$ cat config.mk
export PLATFORM = sky130hd
export DESIGN_NAME = scc_serial_port
export DESIGN_NICKNAME = d
export VERILOG_FILES = /design/src/rtl/scc_pkg.sv /design/src/rtl/scc_pin_sync.sv /design/src/rtl/scc_shift_seq.sv /design/src/rtl/scc_power_track.sv /design/src/rtl/scc_serial_port.sv
export SDC_FILE = /design/constraint.sdc
export NUM_CORES = 1
export LEC_CHECK = 0
export CAP_MARGIN = 20
export CELL_PAD_IN_SITES_DETAIL_PLACEMENT = 1
export CELL_PAD_IN_SITES_GLOBAL_PLACEMENT = 2
export CORE_ASPECT_RATIO = 1.2
export CORE_UTILIZATION = 33
export DETAILED_ROUTE_END_ITERATION = 8
export GPL_ROUTABILITY_DRIVEN = 0
export PLACE_DENSITY_LB_ADDON = 0.1
export SYNTH_ARGS = -nofsm -noshare
export SYNTH_HDL_FRONTEND = slang
export SYNTH_HIERARCHICAL = 1
export SYNTH_SLANG_ARGS = --single-unit
export TNS_END_PERCENT = 30
$ cat constraint.sdc
create_clock -name clk -period 2.72 [get_ports clk]
set_input_delay 0.544 -clock clk [delete_from_list [all_inputs] [get_ports clk]]
set_output_delay 0.544 -clock clk [all_outputs]
set_load 0.02 [all_outputs]
$ cat src/rtl/scc_pkg.sv
package scc_pkg;
   typedef enum logic [2:0] {
      ST_IDLE   = 3'd0,
      ST_SAMPLE = 3'd1,
      ST_MSB    = 3'd2,
      ST_LSB    = 3'd3,
      ST_DONE   = 3'd4
   } scc_state_e;
endpackage

$ cat src/rtl/scc_pin_sync.sv
// Brings one host pin into the clk domain and flags each change of level.
module scc_pin_sync #(
   parameter int   STAGES  = 2,
   parameter logic RST_VAL = 1'b0
) (
   input  logic clk,
   input  logic rst_n,
   input  logic pin_i,
   output logic level_o,
   output logic chg_o
);
   logic prev_q;

   generate
      if (STAGES == 0) begin : g_bypass
         assign level_o = pin_i;
      end else begin : g_chain
         logic [STAGES-1:0] chain_q;
         always_ff @(posedge clk or negedge rst_n) begin
            if (!rst_n) chain_q <= {STAGES{RST_VAL}};
            else        chain_q <= {chain_q[STAGES-2:0], pin_i};
         end
         assign level_o = chain_q[STAGES-1];
      end
   endgenerate

   always_ff @(posedge clk or negedge rst_n) begin
      if (!rst_n) prev_q <= RST_VAL;
      else        prev_q <= level_o;
   end

   assign chg_o = prev_q ^ level_o;
endmodule

$ cat src/rtl/scc_shift_seq.sv
// Edge counter, frame state and bit selection for the serial data line.
module scc_shift_seq
   import scc_pkg::*;
#(
   parameter int DATA_W = 12
) (
   input  logic              clk,
   input  logic              rst_n,
   input  logic              cs_fall_i,
   input  logic              cs_rise_i,
   input  logic              sclk_fall_i,
   input  logic              sclk_level_i,
   input  logic [DATA_W-1:0] sample_i,
   output logic              sdo_o,
   output logic              sdo_oe_o,
   output scc_state_e        state_o,
   output logic              early_o,
   output logic [$clog2(2*DATA_W+3)-1:0] cnt_o
);
   localparam int CNT_W = $clog2(2*DATA_W+3);
   localparam int IDX_W = $clog2(DATA_W);
   localparam logic [CNT_W-1:0] C_NULL     = CNT_W'(2);
   localparam logic [CNT_W-1:0] C_MSB_LAST = CNT_W'(DATA_W+2);
   localparam logic [CNT_W-1:0] C_LSB_LAST = CNT_W'(2*DATA_W+1);

   logic [DATA_W-1:0] held_q;
   logic [CNT_W-1:0]  cnt_q, nxt_cnt, rel;
   logic [IDX_W-1:0]  bit_idx;
   scc_state_e        state_q, nxt_state;
   logic              oe_q, sdo_q, early_q, nxt_oe, nxt_sdo, live;

   assign live = (state_q != ST_IDLE) && (state_q != ST_DONE);

   always_comb begin
      nxt_cnt = cnt_q + CNT_W'(1);
      if (nxt_cnt <= C_MSB_LAST) rel = C_MSB_LAST - nxt_cnt;
      else                       rel = nxt_cnt - C_MSB_LAST;
      bit_idx = rel[IDX_W-1:0];
      if (nxt_cnt < C_NULL)           nxt_state = ST_SAMPLE;
      else if (nxt_cnt <= C_MSB_LAST) nxt_state = ST_MSB;
      else if (nxt_cnt <= C_LSB_LAST) nxt_state = ST_LSB;
      else                            nxt_state = ST_DONE;
      nxt_oe  = (nxt_cnt >= C_NULL) && (nxt_cnt <= C_LSB_LAST);
      nxt_sdo = (nxt_oe && (nxt_cnt > C_NULL)) ? held_q[bit_idx] : 1'b0;
   end

   always_ff @(posedge clk or negedge rst_n) begin
      if (!rst_n) begin
         held_q  <= '0;
         cnt_q   <= '0;
         state_q <= ST_IDLE;
         oe_q    <= 1'b0;
         sdo_q   <= 1'b0;
         early_q <= 1'b0;
      end else if (cs_rise_i) begin
         cnt_q   <= '0;
         state_q <= ST_IDLE;
         oe_q    <= 1'b0;
         sdo_q   <= 1'b0;
      end else if (cs_fall_i) begin
         held_q  <= sample_i;
         cnt_q   <= '0;
         state_q <= ST_SAMPLE;
         oe_q    <= 1'b0;
         sdo_q   <= 1'b0;
         early_q <= sclk_level_i;
      end else if (sclk_fall_i && live) begin
         cnt_q   <= nxt_cnt;
         state_q <= nxt_state;
         oe_q    <= nxt_oe;
         sdo_q   <= nxt_sdo;
      end
   end

   assign sdo_o    = sdo_q;
   assign sdo_oe_o = oe_q;
   assign state_o  = state_q;
   assign early_o  = early_q;
   assign cnt_o    = cnt_q;

   assert_null_lead_R3: assert property (@(posedge clk) disable iff (!rst_n)
      $rose(sdo_oe_o) |-> (!sdo_o && state_o == ST_MSB));
   assert_idle_quiet_R6: assert property (@(posedge clk) disable iff (!rst_n)
      (state_o == ST_IDLE) |-> !sdo_oe_o);
   assert_release_on_rise_R6: assert property (@(posedge clk) disable iff (!rst_n)
      cs_rise_i |=> (state_o == ST_IDLE && !sdo_oe_o));
   assert_done_holds_R9: assert property (@(posedge clk) disable iff (!rst_n)
      (state_o == ST_DONE && !cs_rise_i) |=> (state_o == ST_DONE));
   assert_start_sampling_R11: assert property (@(posedge clk) disable iff (!rst_n)
      cs_fall_i |=> (state_o == ST_SAMPLE && !sdo_oe_o));
endmodule

$ cat src/rtl/scc_power_track.sv
// Analog and digital power-down indications.
module scc_power_track #(
   parameter int DATA_W         = 12,
   parameter bit SHORT_ON_EARLY = 1'b1
) (
   input  logic clk,
   input  logic rst_n,
   input  logic cs_fall_i,
   input  logic cs_rise_i,
   input  logic cs_high_i,
   input  logic early_i,
   input  logic [$clog2(2*DATA_W+3)-1:0] cnt_i,
   output logic analog_pd_o,
   output logic digital_pd_o
);
   localparam int CNT_W = $clog2(2*DATA_W+3);
   localparam logic [CNT_W-1:0] C_FULL  = CNT_W'(DATA_W+4);
   localparam logic [CNT_W-1:0] C_SHORT = CNT_W'(DATA_W+2);

   logic [CNT_W-1:0] limit;
   logic apd_q, dpd_q;

   generate
      if (SHORT_ON_EARLY) begin : g_short
         assign limit = early_i ? C_SHORT : C_FULL;
      end else begin : g_full
         assign limit = C_FULL;
      end
   endgenerate

   always_ff @(posedge clk or negedge rst_n) begin
      if (!rst_n) begin
         apd_q <= 1'b1;
         dpd_q <= 1'b1;
      end else begin
         dpd_q <= cs_high_i;
         if (cs_fall_i)                          apd_q <= 1'b0;
         else if (cs_rise_i || (cnt_i >= limit)) apd_q <= 1'b1;
      end
   end

   assign analog_pd_o  = apd_q;
   assign digital_pd_o = dpd_q;

   assert_wake_only_on_start_R7: assert property (@(posedge clk) disable iff (!rst_n)
      $fell(analog_pd_o) |-> $past(cs_fall_i));
   assert_sleep_on_rise_R7: assert property (@(posedge clk) disable iff (!rst_n)
      cs_rise_i |=> analog_pd_o);
endmodule

$ cat src/rtl/scc_serial_port.sv
module scc_serial_port #(
   parameter int DATA_W         = 12,
   parameter int SYNC_STAGES    = 2,
   parameter bit SHORT_ON_EARLY = 1'b1
) (
   input  logic              clk,
   input  logic              rst_n,
   input  logic              cs_n_i,
   input  logic              sclk_i,
   input  logic [DATA_W-1:0] sample_i,
   output logic              sdo_o,
   output logic              sdo_oe_o,
   output logic [2:0]        state_o,
   output logic              analog_pd_o,
   output logic              digital_pd_o,
   output logic              early_clk_o
);
   import scc_pkg::*;
   localparam int CNT_W = $clog2(2*DATA_W+3);

   generate
      if (DATA_W < 4) begin : g_bad_width
         $error("scc_serial_port: DATA_W must be at least 4");
      end
      if (SYNC_STAGES < 0 || SYNC_STAGES > 4) begin : g_bad_sync
         $error("scc_serial_port: SYNC_STAGES must be 0 to 4");
      end
   endgenerate

   logic cs_lvl, cs_chg, sclk_lvl, sclk_chg;
   logic cs_fall, cs_rise, sclk_fall, early;
   logic [CNT_W-1:0] cnt;
   scc_state_e state;

   scc_pin_sync #(.STAGES(SYNC_STAGES), .RST_VAL(1'b1)) i_cs_sync (
      .clk(clk), .rst_n(rst_n), .pin_i(cs_n_i), .level_o(cs_lvl), .chg_o(cs_chg));
   scc_pin_sync #(.STAGES(SYNC_STAGES), .RST_VAL(1'b0)) i_sclk_sync (
      .clk(clk), .rst_n(rst_n), .pin_i(sclk_i), .level_o(sclk_lvl), .chg_o(sclk_chg));

   assign cs_fall   = cs_chg & ~cs_lvl;
   assign cs_rise   = cs_chg &  cs_lvl;
   assign sclk_fall = sclk_chg & ~sclk_lvl & ~cs_lvl;

   scc_shift_seq #(.DATA_W(DATA_W)) i_seq (
      .clk(clk), .rst_n(rst_n), .cs_fall_i(cs_fall), .cs_rise_i(cs_rise),
      .sclk_fall_i(sclk_fall), .sclk_level_i(sclk_lvl), .sample_i(sample_i),
      .sdo_o(sdo_o), .sdo_oe_o(sdo_oe_o), .state_o(state), .early_o(early),
      .cnt_o(cnt));

   scc_power_track #(.DATA_W(DATA_W), .SHORT_ON_EARLY(SHORT_ON_EARLY)) i_pwr (
      .clk(clk), .rst_n(rst_n), .cs_fall_i(cs_fall), .cs_rise_i(cs_rise),
      .cs_high_i(cs_lvl), .early_i(early), .cnt_i(cnt),
      .analog_pd_o(analog_pd_o), .digital_pd_o(digital_pd_o));

   assign state_o     = state;
   assign early_clk_o = early;

   assert_digital_implies_analog_R8: assert property (@(posedge clk) disable iff (!rst_n)
      digital_pd_o |-> (analog_pd_o && !sdo_oe_o));
   assert_state_code_R11: assert property (@(posedge clk) disable iff (!rst_n)
      state_o <= 3'd4);
endmodule

==> impl_metrics.yaml, run 1 <==
synthesis:
  synthArstFlopShare_pct: 100.0
  synth_nets: 221
  synth_edf_count: 0
  syn_area_um2: 2026
  synth_most_common_cell: "dfrtp_1"
  synth_flop_cell: "dfrtp_1"
  avgSynthCellArea_um2: 10.50
  yosysWarnings: 6
  synth_common_cells: "dfrtp_1, mux2_2, nand2_1"
  syn_inst: 193
  ys_types: 56
  synth.largest_area_cell: "dfrtp_1"
  synth_seq_cells: 31
  ys_seq_area_share_pct: 38.60
  synth_area_leaders: "dfrtp_1, mux2_2, ha_1, dfstp_2, mux2i_1"
  synth_top_cell_area_share_pct: 32.12
sta:
  finalCriticalPeriod_ps: 2563
  rsz0062_at_grt: "false"
  max_freq_ghz: 0.3902
  setup_viol: 0
  worstMarginPinSlew_ps: 500.8
  drv_slew: 0
  hold_violations: 0
  setup-tns-final_ps: 0
  worst_clock_skew_ps: 8.863
  finalCritPeriodShare_pct: 94.21
  relSlewSlack_pct: 66.61
  worst_hold_slack_ps: 355.5
worst_setup_path:
  critPathKind: "flip-flop to flip-flop"
  worst_ep_arrival_time_ps: 2740
  cp_max_fo: 13
  cp-end-kind: "flip-flop"
  startpoint_type: "flip-flop"
  crit_required_ps: 2890
floorplanning:
  chipHeight_um: 87.83
  num_io_pins: 24
  initial_core_util_pct: 35.04
  core_area_um2: 5781
  design.die.area_um2: 6457
  rows: 30
  fp.dieW_um: 73.52
grt:
  antenna_found_initial: 0
  grt_overflow: 0
  grt_max_degree: 32
  grt_pass1_wl_um: 8576
  grt_usage_pct: 17.62
  grt_pass1_vias: 1734
placement:
  dp_cells: 299
  portBuffers: 23
  dp_hpwl_um: 3896
drt:
  wire_per_inst_um: 16.58
  num_vias: 1594
  drt-vias-per-instance: 5.192
  drt_iter0_drc: 35
  drt.antenna.violating_nets: 0
  routed_wl_um: 5091
  first_pass_iters: 4
  drc: 0
clock_tree:
  cts_tree: "done"
  cts_setup_buffers: 0
  cts_root_buf: "clkbuf_8"
  numCtsBuffers: 5
  h-tree-depth: 2
  insertion_delay_ps: 290
  clock-sinks: 31
  clockBufferDepth: 2
  clk_pin_slew_ps: 70
layout:
  num-fill-cells: 668
  antenna_cells: 0
  fin_cells: 307
  drive_above_1_share_pct: 23.35
  synthToLayoutAreaGrowth_pct: 24.34
  multi_input_area_um2: 1171
  seq_area_um2: 782.0
  nets: 254
power_and_ir_drop:
  peakVddDrop_v: 0.0002712
  p_per_area_nw_per_um2: 524.7
  leakagePower_nw: 0.9917
run:
  drv_cap: 0
run_status:
  status: "complete, no violations"
worst_hold_path:
  hp-class: "flip-flop to flip-flop"
## per-stage QoR
stage	utilization [%]	cell area (um^2)	total power (W)	worst slack [ps]
after floorplan	-	2038	0.0007830	6.703
after global placement	41.60	2405	0.0008960	166.3
after detailed placement	41.60	2405	0.0009152	61.83
after CTS	43.40	2509	0.001340	51.07
after global routing	43.57	2519	0.001401	22.91
final	43.57	2519	0.001321	157.4
## worst paths after layout
check                                                to  cells past startpoint  slack, ps                         start
min in group asynchronous                i_seq/cnt_o[4]                      2        660                         rst_n
hold / removal             i_cs_sync/g_chain.chain_q[1]                      0        360  i_cs_sync/g_chain.chain_q[0]
setup reg to reg                            i_seq/sdo_o                      8        160                i_seq/cnt_o[2]
hold reg to reg            i_cs_sync/g_chain.chain_q[1]                      0        360  i_cs_sync/g_chain.chain_q[0]
setup / recovery                            i_seq/sdo_o                      8        160                i_seq/cnt_o[2]
max in group asynchronous              i_cs_sync/prev_q                      2       1720                         rst_n
## placed cells by master, fill, tap and decap left out, types with 2 or more instances in the layout
cell type / instances
nand3_1: 4
nor2b_1: 3
o221ai_1: 2
ha_1: 10
xor2_1: 3
mux2i_1: 6
inv_1: 11
xnor2_1: 5
or3_1: 2
a21oi_1: 11
nand2b_1: 2
o21ai_0: 6
a21boi_0: 4
clkdlybuf4s50_1: 23
nor3_1: 3
nor4_1: 3
and2b_1: 2
clkbuf_8: 7
a31oi_1: 5
and2_1: 3
a211oi_1: 2
dfstp_2: 5
nor3b_1: 2
mux2_2: 15
nor2_1: 7
dfrtp_1: 26
o21a_1: 2
buf_4: 12
nand2_1: 13
## final cells by class
type,instances,share of cell area [%]
clock inverters,1,0.2981
multi-input cells,142,46.50
inverters,11,1.639
clock buffers,7,3.825
flip-flops and latches,31,31.05
well taps,80,3.974
repair buffers,35,12.72
## flip-flops by register name, summed over array words and instances, names as in the netlist
register                     count
i_seq/sdo_o                      1
i_seq/early_o                    1
i_pwr/analog_pd_o                1
i_cs_sync/prev_q                 1
i_sclk_sync/g_chain.chain_q      2
i_pwr/digital_pd_o               1
i_seq/cnt_o                      5
i_seq/state_o                    3
i_seq/held_q                    12
i_seq/sdo_oe_o                   1
i_sclk_sync/prev_q               1
i_cs_sync/g_chain.chain_q        2
## per-layer routing
layer	track usage (%)	up-vias	wire length (um)
met3	3.107	4	115
met4	5.769	0	51
met2	31.36	18	2694
li1	-	763	-
met1	21.31	809	2230
met5	0	-	0
## critical path, stage by stage (launching register included)
cell       delay (ps)
dfrtp_1           570
xor2_4            270
ha_4              320
mux2_2            330
o21ai_0           180
nand3b_1          130
or4b_1            440
o2111ai_1         120
o21ai_1            90
## power by group
part           switching, W  total, W  internal (W)
clock              0.000184  0.000415      0.000230
combinational      0.000144  0.000315      0.000171
sequential        0.0000600  0.000592      0.000532
## timing repair
action / 4_1_cts / 5_1_grt
hold endpoints to repair: 0 / 0
hold buffers: 0 / 0
resized for setup: 0 / 2
endpoints found under the setup margin: 0 / 1
## cells by family (layout without fill, tap and decap cells)
group | after synthesis | in the layout | share of synthesized area [%]
compound gates | 45 | 45 | 16.12
flops | 31 | 31 | 38.60
buf+inv | 20 | 54 | 4.694
fa+ha+maj | 12 | 12 | 7.412
mux | 22 | 22 | 12.42
xor+xnor | 10 | 10 | 6.177
simple gates | 53 | 53 | 14.58
Power figures use the tool's default switching activity.
==> inputs of run 2 (changes only) <==
Settings changed: ABC_CLOCK_PERIOD_IN_PS from default to 2720, CTS_CLUSTER_DIAMETER from default to 100, GPL_TIMING_DRIVEN from default to 0.
==> impl_metrics.yaml, run 2 (same netlist as run 1, synthesis figures left out) <==
layout:
  largest_reg_flops: 12
  regMostFlops: "i_seq/held_q"
  antenna_cells: 0
  nets: 263
  layout_common_cells: "dfrtp_1, clkdlybuf4s50_1, mux2_2"
  synthToLayoutAreaGrowth_pct: 31.75
  drive_above_1_share_pct: 28.39
  layout_commonest_cell: "dfrtp_1"
floorplanning:
  num_io_pins: 24
  fp.dieW_um: 73.52
  rows: 30
  initial_core_util_pct: 35.04
  core_area_um2: 5781
  chipHeight_um: 87.83
  design.die.area_um2: 6457
sta:
  setup_viol: 0
  fin_ws_ps: 129.2
  rsz0062_at_grt: "false"
  drv_slew: 0
  max_freq_ghz: 0.3860
  setup-tns-final_ps: 0
  relSlewSlack_pct: 53.48
  worst_clock_skew_ps: 4.872
  hold_violations: 0
  finalCritPeriodShare_pct: 95.25
  finalCriticalPeriod_ps: 2591
  worstMarginPinSlew_ps: 695.6
grt:
  use_met3_pct: 3.797
  grt_overflow: 0
  grt_max_degree: 20
  grt_usage_pct: 18.17
  antenna_found_initial: 0
  top_usage_layer: "met2"
  grt_pass1_wl_um: 8735
  gr-usage-met2_pct: 31.53
  grtUsageMet1_pct: 22.59
  grt_pass1_vias: 1752
clock_tree:
  cts_tree: "done"
  cts_root_buf: "clkbuf_8"
  insertion_delay_ps: 280
  cts_hold_repair.buffers: 0
  h-tree-depth: 2
  numCtsBuffers: 5
  clock-sinks: 31
  clockBufferDepth: 2
  clk_pin_slew_ps: 70
power_and_ir_drop:
  peakVddDrop_v: 0.0003742
  leakagePower_nw: 1.048
  p_per_area_nw_per_um2: 522.7
worst_setup_path:
  startpoint_type: "flip-flop"
  crit_required_ps: 2880
  critPathKind: "flip-flop to flip-flop"
  worst_ep_arrival_time_ps: 2750
  cp-end-kind: "flip-flop"
  cp_max_fo: 7
worst_hold_path:
  hp-class: "flip-flop to flip-flop"
drt:
  routed_wl_um: 5241
  wire_per_inst_um: 16.59
  drt-vias-per-instance: 5.203
  drt_iter0_drc: 63
  num_vias: 1644
  drt.antenna.violating_nets: 0
  first_pass_iters: 4
  drc: 0
run:
  drv_cap: 0
placement:
  dpl_worst_slack_ps: -445.5
  dp_hpwl_um: 3918
  portBuffers: 23
run_status:
  status: "complete, no violations"
-- run 2: cell count changes in the layout (fill, tap and decap cells not counted), moves of 2 or more --
cell | before | now
buf_6 | 0 | 2
clkbuf_1 | 0 | 3
clkbuf_8 | 7 | 5
dfrtp_1 | 26 | 24
dfrtp_2 | 0 | 2
ha_1 | 10 | 8
ha_4 | 1 | 3
o21ai_0 | 6 | 4
-- run 2: timing repair --
action,in CTS,in global routing
pin swaps,2,4
setup endpoints to repair,5,1
setup buffers,8,4
gates resized for setup,8,12
-- run 2: through the flow --
stage | cell area, um^2 | hold slack (ps) | utilization [%] | cells | total power (W)
5_1_grt | 2669 | 369.8 | 46.17 | 316 | 0.001485
4_1_cts | 2601 | 359.8 | 45.00 | 313 | 0.001395
3_3_place_gp | 2369 | 336.1 | 40.97 | 296 | 0.0008831
2_1_floorplan | 2038 | 248.4 | - | 193 | 0.0007830
3_5_place_dp | 2396 | 335.5 | 41.45 | 297 | 0.0009088
6_report | 2669 | 358.3 | 46.17 | 316 | 0.001395
-- run 2: report_power, final --
part / total [W] / switching (W) / leakage (nW) / internal [W]
Clock: 0.000450 / 0.000178 / 0.0581 / 0.000272
Sequential: 0.000591 / 0.0000587 / 0.375 / 0.000532
Combinational: 0.000354 / 0.000158 / 0.616 / 0.000196
-- run 2: metal layers --
metal / share of wire, % / wire, um
met2: 52 / 2743
met1: 44 / 2310
met5: 0 / 0
met3: 2.5 / 133
met4: 1.0 / 54
-- run 2: layout make-up --
type / count / area [um^2]
flip-flops and latches: 31 / 784.5
clock buffers: 5 / 68.82
fillers: 655 / 3112
clock inverters: 3 / 43.79
multi-input cells: 142 / 1231
plain buffers: 8 / 47.55
well taps: 80 / 100.1
repair buffers: 36 / 347.8
inverters: 11 / 45.04
-- run 2: final timing paths --
kind	from	endpoint	slack, ps	depth (start not counted)
worst max-delay path	i_seq/cnt_o[0]	i_seq/sdo_o	130	10
worst min-delay path	i_cs_sync/g_chain.chain_q[0]	i_cs_sync/g_chain.chain_q[1]	360	0
worst max register to register	i_seq/cnt_o[0]	i_seq/sdo_o	130	10
worst min register to register	i_cs_sync/g_chain.chain_q[0]	i_cs_sync/g_chain.chain_q[1]	360	0
max in group asynchronous	rst_n	i_pwr/analog_pd_o	1440	2
min in group asynchronous	rst_n	i_seq/state_o[2]	680	1
-- run 2: critical path: stages (launching register included) --
cell        delay (ps)
dfrtp_2            430
buf_6              140
clkinvlp_4         110
ha_4               270
ha_4               300
mux2_4             300
o21ai_2            160
nand3b_1           120
or4b_4             470
o2111ai_2          100
o21ai_1             90
==> inputs of run 3 (changes only) <==
Settings changed: PLACE_DENSITY from default to 0.82, PLACE_DENSITY_LB_ADDON 0.1 to default.
==> impl_metrics.yaml, run 3 (same netlist as run 1, synthesis figures left out) <==
sta:
  hold_violations: 0
  worst_clock_skew_ps: 8.877
  drv_slew: 0
  fin_ws_ps: 65.10
  max_freq_ghz: 0.3767
  finalCritPeriodShare_pct: 97.61
  relSlewSlack_pct: 49.71
  finalCriticalPeriod_ps: 2655
  worstMarginPinSlew_ps: 752.0
  setup_viol: 0
drt:
  first_pass_iters: 4
  routedLengthMet1_um: 2095
  drc: 0
  wl_met3_um: 112
  drt_iter0_drc: 71
  top_layer_used: "met4"
  wire_per_inst_um: 15.41
  drt.antenna.violating_nets: 0
  num_vias: 1629
  drt-vias-per-instance: 5.123
  routed_wl_um: 4900
  dr_wl_met2_um: 2617
power_and_ir_drop:
  peakVddDrop_v: 0.0003591
  swShare_pct: 27.96
  leakagePower_nw: 1.054
  p_int_w: 0.0009901
  p_sw_w: 0.0003843
  p_per_area_nw_per_um2: 516.7
  power_w: 0.001374
  clkPwrFrac_pct: 32.7
  combPwrFrac_pct: 24.7
  seqPwrFrac_pct: 42.6
grt:
  antenna_found_initial: 0
  grt_overflow: 0
  grt_pass1_wl_um: 8480
  grt_usage_pct: 17.52
  grt_max_degree: 18
  grt_pass1_vias: 1728
floorplanning:
  chipHeight_um: 87.83
  design.die.area_um2: 6457
  rows: 30
  core_area_um2: 5781
  fp.dieW_um: 73.52
  initial_core_util_pct: 35.04
  num_io_pins: 24
worst_setup_path:
  cp-end-kind: "flip-flop"
  crit_path_top_delay_cell: "or4b_4"
  worst_ep_arrival_time_ps: 2810
  path_buf_inv: 1
  crit_required_ps: 2880
  cp_cell_sequence: "ha_1, buf_6, xor2_4, ha_4, mux2_2, o21ai_2, nand3b_1, or4b_4, o2111ai_2, o21ai_1"
  cp_max_fo: 10
  cp_slowest_stage_delay_ps: 470
  critPathTopFamily: "simple AND/OR/NAND/NOR gates"
  critPathKind: "flip-flop to flip-flop"
  startpoint_type: "flip-flop"
layout:
  postLayoutCoreUtil_pct: 46.02
  drive_above_1_share_pct: 28.15
  synthToLayoutAreaGrowth_pct: 31.32
  layout_common_cells: "dfrtp_1, clkdlybuf4s50_1, mux2_2"
  largest_reg_flops: 12
  layout_commonest_cell: "dfrtp_1"
  antenna_cells: 0
  regMostFlops: "i_seq/held_q"
  nets: 265
clock_tree:
  clockBufferDepth: 2
  insertion_delay_ps: 280
  cts_root_buf: "clkbuf_8"
  numCtsBuffers: 5
  clock-sinks: 31
  clk_pin_slew_ps: 70
  cts_hold_repair.buffers: 0
  cts_tree: "done"
  h-tree-depth: 2
placement:
  dp_hpwl_um: 3572
  portBuffers: 23
  dpl_worst_slack_ps: -416.1
worst_hold_path:
  hp-class: "flip-flop to flip-flop"
run:
  drv_cap: 0
run_status:
  status: "complete, no violations"
-- run 3: final timing paths --
kind / slack [ps] / depth (start not counted) / endpoint / from
max: 70 / 10 / i_seq/sdo_o / i_seq/cnt_o[0]
min: 350 / 0 / i_sclk_sync/g_chain.chain_q[1] / i_sclk_sync/g_chain.chain_q[0]
max reg2reg: 70 / 10 / i_seq/sdo_o / i_seq/cnt_o[0]
min reg2reg: 350 / 0 / i_sclk_sync/g_chain.chain_q[1] / i_sclk_sync/g_chain.chain_q[0]
max in group asynchronous: 1400 / 2 / i_cs_sync/g_chain.chain_q[0] / rst_n
min in group asynchronous: 700 / 1 / i_seq/early_o / rst_n
-- run 3: per-layer routing --
layer  vias up  track usage [%]
li1        785                -
met1       813            21.37
met2        27            30.86
met3         4            2.762
met4         0            6.469
met5         -                0
-- run 3: layout make-up --
type,count,area (um^2)
repair buffers,37,355.3
clock inverters,3,43.79
well taps,80,100.1
flip-flops and latches,31,783.3
fillers,674,3120
clock buffers,5,68.82
inverters,11,45.04
plain buffers,9,58.81
multi-input cells,142,1205
-- run 3: power by group through the flow --
stage | clock network (W) | registers, W | logic (W)
6_report | 0.000450 | 0.000586 | 0.000339
5_1_grt | 0.000484 | 0.000598 | 0.000376
4_1_cts | 0.000460 | 0.000587 | 0.000332
3_5_place_dp | 0 | 0.000597 | 0.000308
3_3_place_gp | 0 | 0.000594 | 0.000294
2_1_floorplan | 0 | 0.000597 | 0.000186
-- run 3: metrics by stage --
stage	hold WS, ps	cell area [um^2]	setup TNS (ps)	instances
after CTS	352.2	2597	0	314
after global placement	336.1	2369	-1263	296
after global routing	370.6	2660	-7.359	318
final	350.5	2660	0	318
after detailed placement	336.3	2396	-1138	297
after floorplan	248.4	2038	0	193
-- run 3: what timing repair did --
| item | CTS | global route |
|---|---|---|
| setup buffers | 9 | 4 |
| endpoints found under the setup margin | 5 | 1 |
| resized for setup | 6 | 9 |
| pin swaps | 2 | 3 |
